<file path="src/rtl/rtg_pkg.sv">
package rtg_pkg;

  // Default pipeline lag between video-side and link-side horizontal timing
  localparam int RTG_LINK_LAG   = 2;
  // Fixed pixel offsets of the video-side vertical sync edges
  localparam int RTG_VS_VID_BEG = 16;
  localparam int RTG_VS_VID_END = 32;

  // Decoded window flags for one raster position
  typedef struct packed {
    logic hsync;
    logic act_h;
    logic vsync;
    logic act_v;
  } rtg_win_t;

endpackage

</file>
<file path="src/rtl/rtg_cfg_hold.sv">
module rtg_cfg_hold #(
  parameter int W = 98
) (
  input  logic         clk,
  input  logic         rst,
  input  logic         load,
  input  logic [W-1:0] din,
  output logic [W-1:0] shadow_q,
  output logic [W-1:0] eff
);

  // Geometry is captured at reset and at each frame boundary (load covers both)
  always_ff @(posedge clk) begin
    if (load) shadow_q <= din;
  end

  // Bypass so that decode of the first position of a new frame sees new values
  assign eff = load ? din : shadow_q;

  // latched geometry never moves inside a frame
  assert_hold_mid_frame_R9: assert property (@(posedge clk) disable iff (rst)
    !load |=> $stable(shadow_q));

endmodule

</file>
<file path="src/rtl/rtg_scan_counter.sv">
module rtg_scan_counter #(
  parameter int CW = 12
) (
  input  logic          clk,
  input  logic          rst,
  input  logic [CW-1:0] tot_h,
  input  logic [CW-1:0] tot_v,
  output logic [CW-1:0] pix_q,
  output logic [CW-1:0] line_q,
  output logic [CW-1:0] pix_nx,
  output logic [CW-1:0] line_nx,
  output logic          frame_end
);

  localparam logic [CW-1:0] ONE = CW'(1);

  logic last_pix;
  logic last_line;

  assign last_pix  = (pix_q == tot_h - ONE);
  assign last_line = (line_q == tot_v - ONE);
  assign frame_end = last_pix && last_line;

  always_comb begin
    if (rst) begin
      pix_nx  = '0;
      line_nx = '0;
    end else if (last_pix) begin
      pix_nx  = '0;
      line_nx = last_line ? '0 : line_q + ONE;
    end else begin
      pix_nx  = pix_q + ONE;
      line_nx = line_q;
    end
  end

  always_ff @(posedge clk) begin
    pix_q  <= pix_nx;
    line_q <= line_nx;
  end

  // pixel position stays inside the latched line length
  assert_pix_below_total_R1: assert property (@(posedge clk) disable iff (rst)
    pix_q < tot_h);

  // line position only moves when the pixel position wraps
  assert_line_hold_R1: assert property (@(posedge clk) disable iff (rst)
    (pix_q != tot_h - ONE) |=> (line_q == $past(line_q)));

endmodule

</file>
<file path="src/rtl/rtg_window_dec.sv">
module rtg_window_dec
  import rtg_pkg::*;
#(
  parameter int CW     = 12,
  parameter int LAG    = 0,
  parameter int VS_BEG = 16,
  parameter int VS_END = 32
) (
  input  logic [CW-1:0] pix,
  input  logic [CW-1:0] line,
  input  logic [CW-1:0] h_sw,
  input  logic [CW-1:0] h_bp,
  input  logic [CW-1:0] h_act,
  input  logic [CW-1:0] h_tot,
  input  logic [CW-1:0] v_sw,
  input  logic [CW-1:0] v_bp,
  input  logic [CW-1:0] v_act,
  output rtg_win_t      win
);

  localparam int SW = CW + 2;
  localparam logic [CW-1:0] LAG_V = CW'(LAG);
  localparam logic [CW-1:0] VSB_V = CW'(VS_BEG);
  localparam logic [CW-1:0] VSE_V = CW'(VS_END);

  // Horizontal index as seen through the lag, wrapped modulo the line length
  logic [CW-1:0] q;
  generate
    if (LAG == 0) begin : g_no_lag
      assign q = pix;
    end else begin : g_lag
      assign q = (pix >= LAG_V) ? (pix - LAG_V) : (pix + h_tot - LAG_V);
    end
  endgenerate

  logic [SW-1:0] q_x, line_x;
  logic [SW-1:0] h_beg, h_end, v_beg, v_end;

  assign q_x    = {2'b00, q};
  assign line_x = {2'b00, line};
  assign h_beg  = {2'b00, h_sw} + {2'b00, h_bp};
  assign h_end  = h_beg + {2'b00, h_act};
  assign v_beg  = {2'b00, v_sw} + {2'b00, v_bp};
  assign v_end  = v_beg + {2'b00, v_act};

  logic vs_after_beg, vs_before_end;
  assign vs_after_beg  = (line != '0) || (pix >= VSB_V);
  assign vs_before_end = (line < v_sw) || ((line == v_sw) && (pix < VSE_V));

  assign win.hsync = (q < h_sw);
  assign win.act_h = (q_x >= h_beg) && (q_x < h_end);
  assign win.act_v = (line_x >= v_beg) && (line_x < v_end);
  assign win.vsync = vs_after_beg && vs_before_end;

endmodule

</file>
<file path="src/rtl/raster_timing_gen.sv">
module raster_timing_gen
  import rtg_pkg::*;
#(
  parameter int CW         = 12,
  parameter int LINK_LAG   = RTG_LINK_LAG,
  parameter int VS_VID_BEG = RTG_VS_VID_BEG,
  parameter int VS_VID_END = RTG_VS_VID_END
) (
  input  logic          clk,
  input  logic          rst,
  input  logic [CW-1:0] h_sync_len,
  input  logic [CW-1:0] h_back_len,
  input  logic [CW-1:0] h_active_len,
  input  logic [CW-1:0] h_total_len,
  input  logic [CW-1:0] v_sync_len,
  input  logic [CW-1:0] v_back_len,
  input  logic [CW-1:0] v_active_len,
  input  logic [CW-1:0] v_total_len,
  input  logic          hs_pol_high,
  input  logic          vs_pol_high,
  output logic [CW-1:0] pix_cnt,
  output logic [CW-1:0] line_cnt,
  output logic          vid_active,
  output logic          vid_hsync,
  output logic          vid_vsync,
  output logic          lnk_de,
  output logic          lnk_hsync,
  output logic          lnk_vsync
);

  localparam int CFG_W   = 8 * CW + 2;
  localparam int F_HSW   = 0 * CW;
  localparam int F_HBP   = 1 * CW;
  localparam int F_HACT  = 2 * CW;
  localparam int F_HTOT  = 3 * CW;
  localparam int F_VSW   = 4 * CW;
  localparam int F_VBP   = 5 * CW;
  localparam int F_VACT  = 6 * CW;
  localparam int F_VTOT  = 7 * CW;
  localparam int F_HPOL  = 8 * CW;
  localparam int F_VPOL  = 8 * CW + 1;

  logic [CFG_W-1:0] cfg_in, cfg_sh, cfg_eff;
  logic             frame_end, load;
  logic [CW-1:0]    pix_nx, line_nx;
  rtg_win_t         win_vid, win_lnk;

  assign cfg_in = {vs_pol_high, hs_pol_high,
                   v_total_len, v_active_len, v_back_len, v_sync_len,
                   h_total_len, h_active_len, h_back_len, h_sync_len};

  assign load = rst || frame_end;

  rtg_cfg_hold #(.W(CFG_W)) u_cfg (
    .clk      (clk),
    .rst      (rst),
    .load     (load),
    .din      (cfg_in),
    .shadow_q (cfg_sh),
    .eff      (cfg_eff)
  );

  rtg_scan_counter #(.CW(CW)) u_cnt (
    .clk       (clk),
    .rst       (rst),
    .tot_h     (cfg_sh[F_HTOT +: CW]),
    .tot_v     (cfg_sh[F_VTOT +: CW]),
    .pix_q     (pix_cnt),
    .line_q    (line_cnt),
    .pix_nx    (pix_nx),
    .line_nx   (line_nx),
    .frame_end (frame_end)
  );

  // Two decoders: video side (no lag) and link side (lagged)
  rtg_window_dec #(.CW(CW), .LAG(0), .VS_BEG(VS_VID_BEG), .VS_END(VS_VID_END)) u_dec_vid (
    .pix   (pix_nx),
    .line  (line_nx),
    .h_sw  (cfg_eff[F_HSW +: CW]),
    .h_bp  (cfg_eff[F_HBP +: CW]),
    .h_act (cfg_eff[F_HACT +: CW]),
    .h_tot (cfg_eff[F_HTOT +: CW]),
    .v_sw  (cfg_eff[F_VSW +: CW]),
    .v_bp  (cfg_eff[F_VBP +: CW]),
    .v_act (cfg_eff[F_VACT +: CW]),
    .win   (win_vid)
  );

  rtg_window_dec #(.CW(CW), .LAG(LINK_LAG), .VS_BEG(LINK_LAG), .VS_END(LINK_LAG)) u_dec_lnk (
    .pix   (pix_nx),
    .line  (line_nx),
    .h_sw  (cfg_eff[F_HSW +: CW]),
    .h_bp  (cfg_eff[F_HBP +: CW]),
    .h_act (cfg_eff[F_HACT +: CW]),
    .h_tot (cfg_eff[F_HTOT +: CW]),
    .v_sw  (cfg_eff[F_VSW +: CW]),
    .v_bp  (cfg_eff[F_VBP +: CW]),
    .v_act (cfg_eff[F_VACT +: CW]),
    .win   (win_lnk)
  );

  // Output registers, aligned with the counter registers
  always_ff @(posedge clk) begin
    vid_active <= win_vid.act_h && win_vid.act_v;
    vid_hsync  <= win_vid.hsync;
    vid_vsync  <= win_vid.vsync;
    lnk_de     <= win_lnk.act_h && win_lnk.act_v;
    lnk_hsync  <= cfg_eff[F_HPOL] ? win_lnk.hsync : !win_lnk.hsync;
    lnk_vsync  <= cfg_eff[F_VPOL] ? win_lnk.vsync : !win_lnk.vsync;
  end

  // active window begins only after the horizontal sync has ended
  assert_active_clear_of_sync_R3: assert property (@(posedge clk) disable iff (rst)
    vid_active |-> !vid_hsync);

  // a link DE away from the line start follows video activity by the lag
  generate
    if (LINK_LAG == 2) begin : g_lag_chk
      assert_de_follows_video_R5: assert property (@(posedge clk) disable iff (rst)
        (lnk_de && (pix_cnt >= CW'(2))) |-> $past(vid_active, 2));
    end
  endgenerate

endmodule

</file>
<file path="config.mk">
export PLATFORM = sky130hd
export DESIGN_NAME = raster_timing_gen
export DESIGN_NICKNAME = d
export VERILOG_FILES = /design/src/rtl/rtg_pkg.sv /design/src/rtl/rtg_cfg_hold.sv /design/src/rtl/rtg_scan_counter.sv /design/src/rtl/rtg_window_dec.sv /design/src/rtl/raster_timing_gen.sv
export SDC_FILE = /design/constraint.sdc
export NUM_CORES = 1
export LEC_CHECK = 0
export BUFFER_PORTS_ARGS = -buffer_cell sky130_fd_sc_hd__buf_2
export CORE_ASPECT_RATIO = 1.4
export CORE_UTILIZATION = 35
export CTS_CLUSTER_SIZE = 10
export DETAILED_ROUTE_END_ITERATION = 12
export GPL_ROUTABILITY_DRIVEN = 0
export HOLD_SLACK_MARGIN = 0.06
export PLACE_DENSITY = 0.51
export SYNTH_ARGS = -nofsm -noshare
export SYNTH_HDL_FRONTEND = slang
export SYNTH_SLANG_ARGS = --single-unit
</file>
<file path="constraint.sdc">
create_clock -name clk -period 11.5 [get_ports clk]
set_clock_uncertainty 0.15 [all_clocks]
set_input_delay 0.575 -clock clk [delete_from_list [all_inputs] [get_ports clk]]
set_output_delay 0.575 -clock clk [all_outputs]
set_load 0.01 [all_outputs]
</file>
==> impl_metrics.tcl <==
set metrics [dict create \
    finalCritPeriodShare 0.750 \
    die_w_um 150 \
    start_util 0.357 \
    synth_nets 1478 \
    worst-setup-path-type "reg -> reg" \
    syn_area_per_cell_um2 8.95 \
    use_met1 0.200 \
    cpMostUsedCell "a21o_1" \
    tns_ns 0 \
    grt_util_met3 0.0358 \
    grt_overflow_total 0 \
    setup_violations 0 \
    yosysUniqueCellTypes 81 \
    drtIter0Drc 314 \
    r2r-end "lnk_de" \
    slew_viol_final 0 \
    n_fill_cell 3117 \
    root_buffer "clkbuf_16" \
    diodes 0 \
    top_usage_layer "met2" \
    grt_max_degree 49 \
    ys_seq_elements 128 \
    cp.depth 32 \
    r2r_slack_ns 2.87 \
    cap_violations 0 \
    path_buf_inv 3 \
    finalNetCount 1599 \
    critical-path-top-delay-family "compound AO/OA/AOI/OAI gates" \
    dr.pass1.iters 5 \
    grt_pass1_vias 9071 \
    drive_gt1_frac 0.176 \
    hold_viol_final 0 \
    slew_headroom 0.445 \
    cp_slowest_stage_delay_ns 0.59 \
    cts.path.max_buffers 2 \
    cpMaxStageDelayCell "o41ai_1" \
    grt_setup_unrepaired "no" \
    worstSkewPairLatency_ns 0.45 \
    worstHoldPathCells 1 \
    hp-class "in -> reg" \
    r2r_cells 32 \
    synth_top_flop_cell "dfxtp_1" \
    io_buffers 129 \
    end_kind "flip-flop" \
    grt_pass1_wl_mm 46.4 \
    area.growth.synth_to_final_pct 15.0 \
    ios 130 \
    synth_cells 1197 \
    synth-async-reset-ratio 0 \
    cp-start-kind "flip-flop" \
    met2_usage 0.376 \
    postRouteAntennaNets 0 \
    cp_data_required_time_ns 11.67 \
    syn_area_mm2 0.0107 \
    seq_area_frac_synth 0.250 \
    synth_warnings 0 \
    arrival_ns 8.79 \
    placed_area_mm2 0.0117 \
    holdPathEnd "u_cfg.shadow_q[87]" \
    die_y_um 209 \
    antenna_found_initial 0 \
    clock_sinks 128 \
    fin_area_mm2 0.0123 \
    path_clk_slew_ns 0.06 \
    rr_startpoint "u_cfg.shadow_q[86]" \
    cts_setup_buffers 0 \
    dp_hpwl_mm 24.1 \
    drc_errors 0 \
    cts_made_buffers 17 \
    total_power_w 0.00200 \
    cts_tree "yes" \
    routed_via_density 5.08 \
    worst_pin_slew_ns 0.832 \
    fmax_mhz 116 \
    power_density_mw_per_mm2 162 \
    synth_edf_count 12 \
    ir_drop_v 0.000104 \
    cts_max_level 4 \
    finalCriticalPeriod_ns 8.63 \
    grt.total_usage 0.195 \
    min_from "v_total_len[3]" \
    cts.hold.buffers_added 0 \
    wl_per_cell_um 16.9 \
    status "completed" \
    drt_wl_total_mm 29.1 \
    core_mm2 0.0300 \
    num_vias 8710 \
    dieArea_mm2 0.0313 \
    cts_resized 0 \
    leakagePower_nw 6.00 \
    placementRows 75 \
    critPathMaxFanout 33 \
]
registers in the layout, indices dropped and copies added (netlist names):
name            cells
lnk_de              1
vid_vsync           1
lnk_hsync           1
u_cnt.pix_q        12
u_cnt.line_q       12
u_cfg.shadow_q     98
vid_hsync           1
vid_active          1
lnk_vsync           1
cells in the final DEF (no fill, tap or decap), types with 18 or more instances in the layout:
master / instances
ha_1: 176
buf_2: 129
inv_1: 127
dfxtp_1: 116
a21oi_1: 71
nor2_1: 64
xnor2_1: 63
mux2_2: 53
nand2_1: 49
o21ai_0: 45
a21o_1: 42
xor2_1: 41
mux2i_1: 35
nor3_1: 28
nand2b_1: 23
nor2b_1: 22
nand3_1: 20
clkbuf_16: 18
Yosys cell counts, types with 9 or more instances:
| cell | instances | share of area |
|---|---|---|
| clkbuf_1 | 14 | 0.0049 |
| mux2_2 | 53 | 0.056 |
| dfxtp_1 | 116 | 0.22 |
| nor2b_1 | 22 | 0.013 |
| xor2_1 | 41 | 0.034 |
| a21o_1 | 42 | 0.029 |
| nand3_1 | 20 | 0.0093 |
| nand2b_1 | 23 | 0.013 |
| nor3_1 | 28 | 0.013 |
| nand2_1 | 49 | 0.017 |
| inv_1 | 127 | 0.044 |
| o21ai_0 | 45 | 0.021 |
| or3_1 | 11 | 0.0064 |
| a21oi_1 | 71 | 0.033 |
| mux2i_1 | 35 | 0.033 |
| xnor2_1 | 63 | 0.051 |
| nor2_1 | 64 | 0.022 |
| edfxtp_1 | 12 | 0.034 |
| o21a_1 | 9 | 0.0063 |
| nand4_1 | 15 | 0.0088 |
| buf_2 | 13 | 0.0061 |
| ha_1 | 176 | 0.21 |
cell type report:
cell class | count | area [µm²] | share of cell area
multi-input cells | 910 | 7410 | 0.602
inverters | 128 | 483 | 0.0392
clock inverters | 9 | 77.6 | 0.00630
flip-flops and latches | 128 | 2680 | 0.218
clock buffers | 23 | 509 | 0.0413
repair buffers | 133 | 676 | 0.0548
well taps | 385 | 482 | 0.0391
kinds of logic (layout without fill, tap and decap cells):
kind of cell / count (synthesis) / count (layout) / synth area share
simple gates: 267 / 267 / 0.129
compound gates: 260 / 260 / 0.161
fa+ha+maj: 189 / 189 / 0.222
buf+inv: 159 / 293 / 0.0588
flops: 128 / 128 / 0.250
xor+xnor: 106 / 106 / 0.0893
mux: 88 / 88 / 0.0884
per-stage QoR:
stage / utilization / std cells / setup slack [ns] / hold WS, ns
4_1_cts: 0.410 / 1716 / 2.85 / 0.129
2_1_floorplan: - / 1197 / 3.48 / 0.302
5_1_grt: 0.410 / 1716 / 2.10 / 0.139
3_3_place_gp: 0.391 / 1684 / 3.05 / 0.311
3_5_place_dp: 0.391 / 1684 / 2.90 / 0.311
6_report: 0.410 / 1716 / 2.87 / 0.161
power breakdown:
part           leakage (nW)  switching [W]  internal (W)
Sequential             1.09      0.0000219      0.000490
Combinational          4.62       0.000529      0.000412
Clock                 0.294       0.000218      0.000331
how the worst max path moves through the flow:
stage                   to                from  slack (ns)
floorplan           lnk_de  u_cfg.shadow_q[39]        3.48
global placement    lnk_de  u_cfg.shadow_q[86]        3.05
detailed placement  lnk_de  u_cfg.shadow_q[86]        2.90
CTS                 lnk_de  u_cfg.shadow_q[86]        2.85
global route        lnk_de  u_cfg.shadow_q[86]        2.10
finish              lnk_de  u_cfg.shadow_q[86]        2.87
layer usage:
metal	wire length, µm	part of all wire
met3	843	0.029
met5	0	0
met1	11400	0.39
met2	15900	0.55
met4	917	0.032
(Power assumes the default switching activity.)
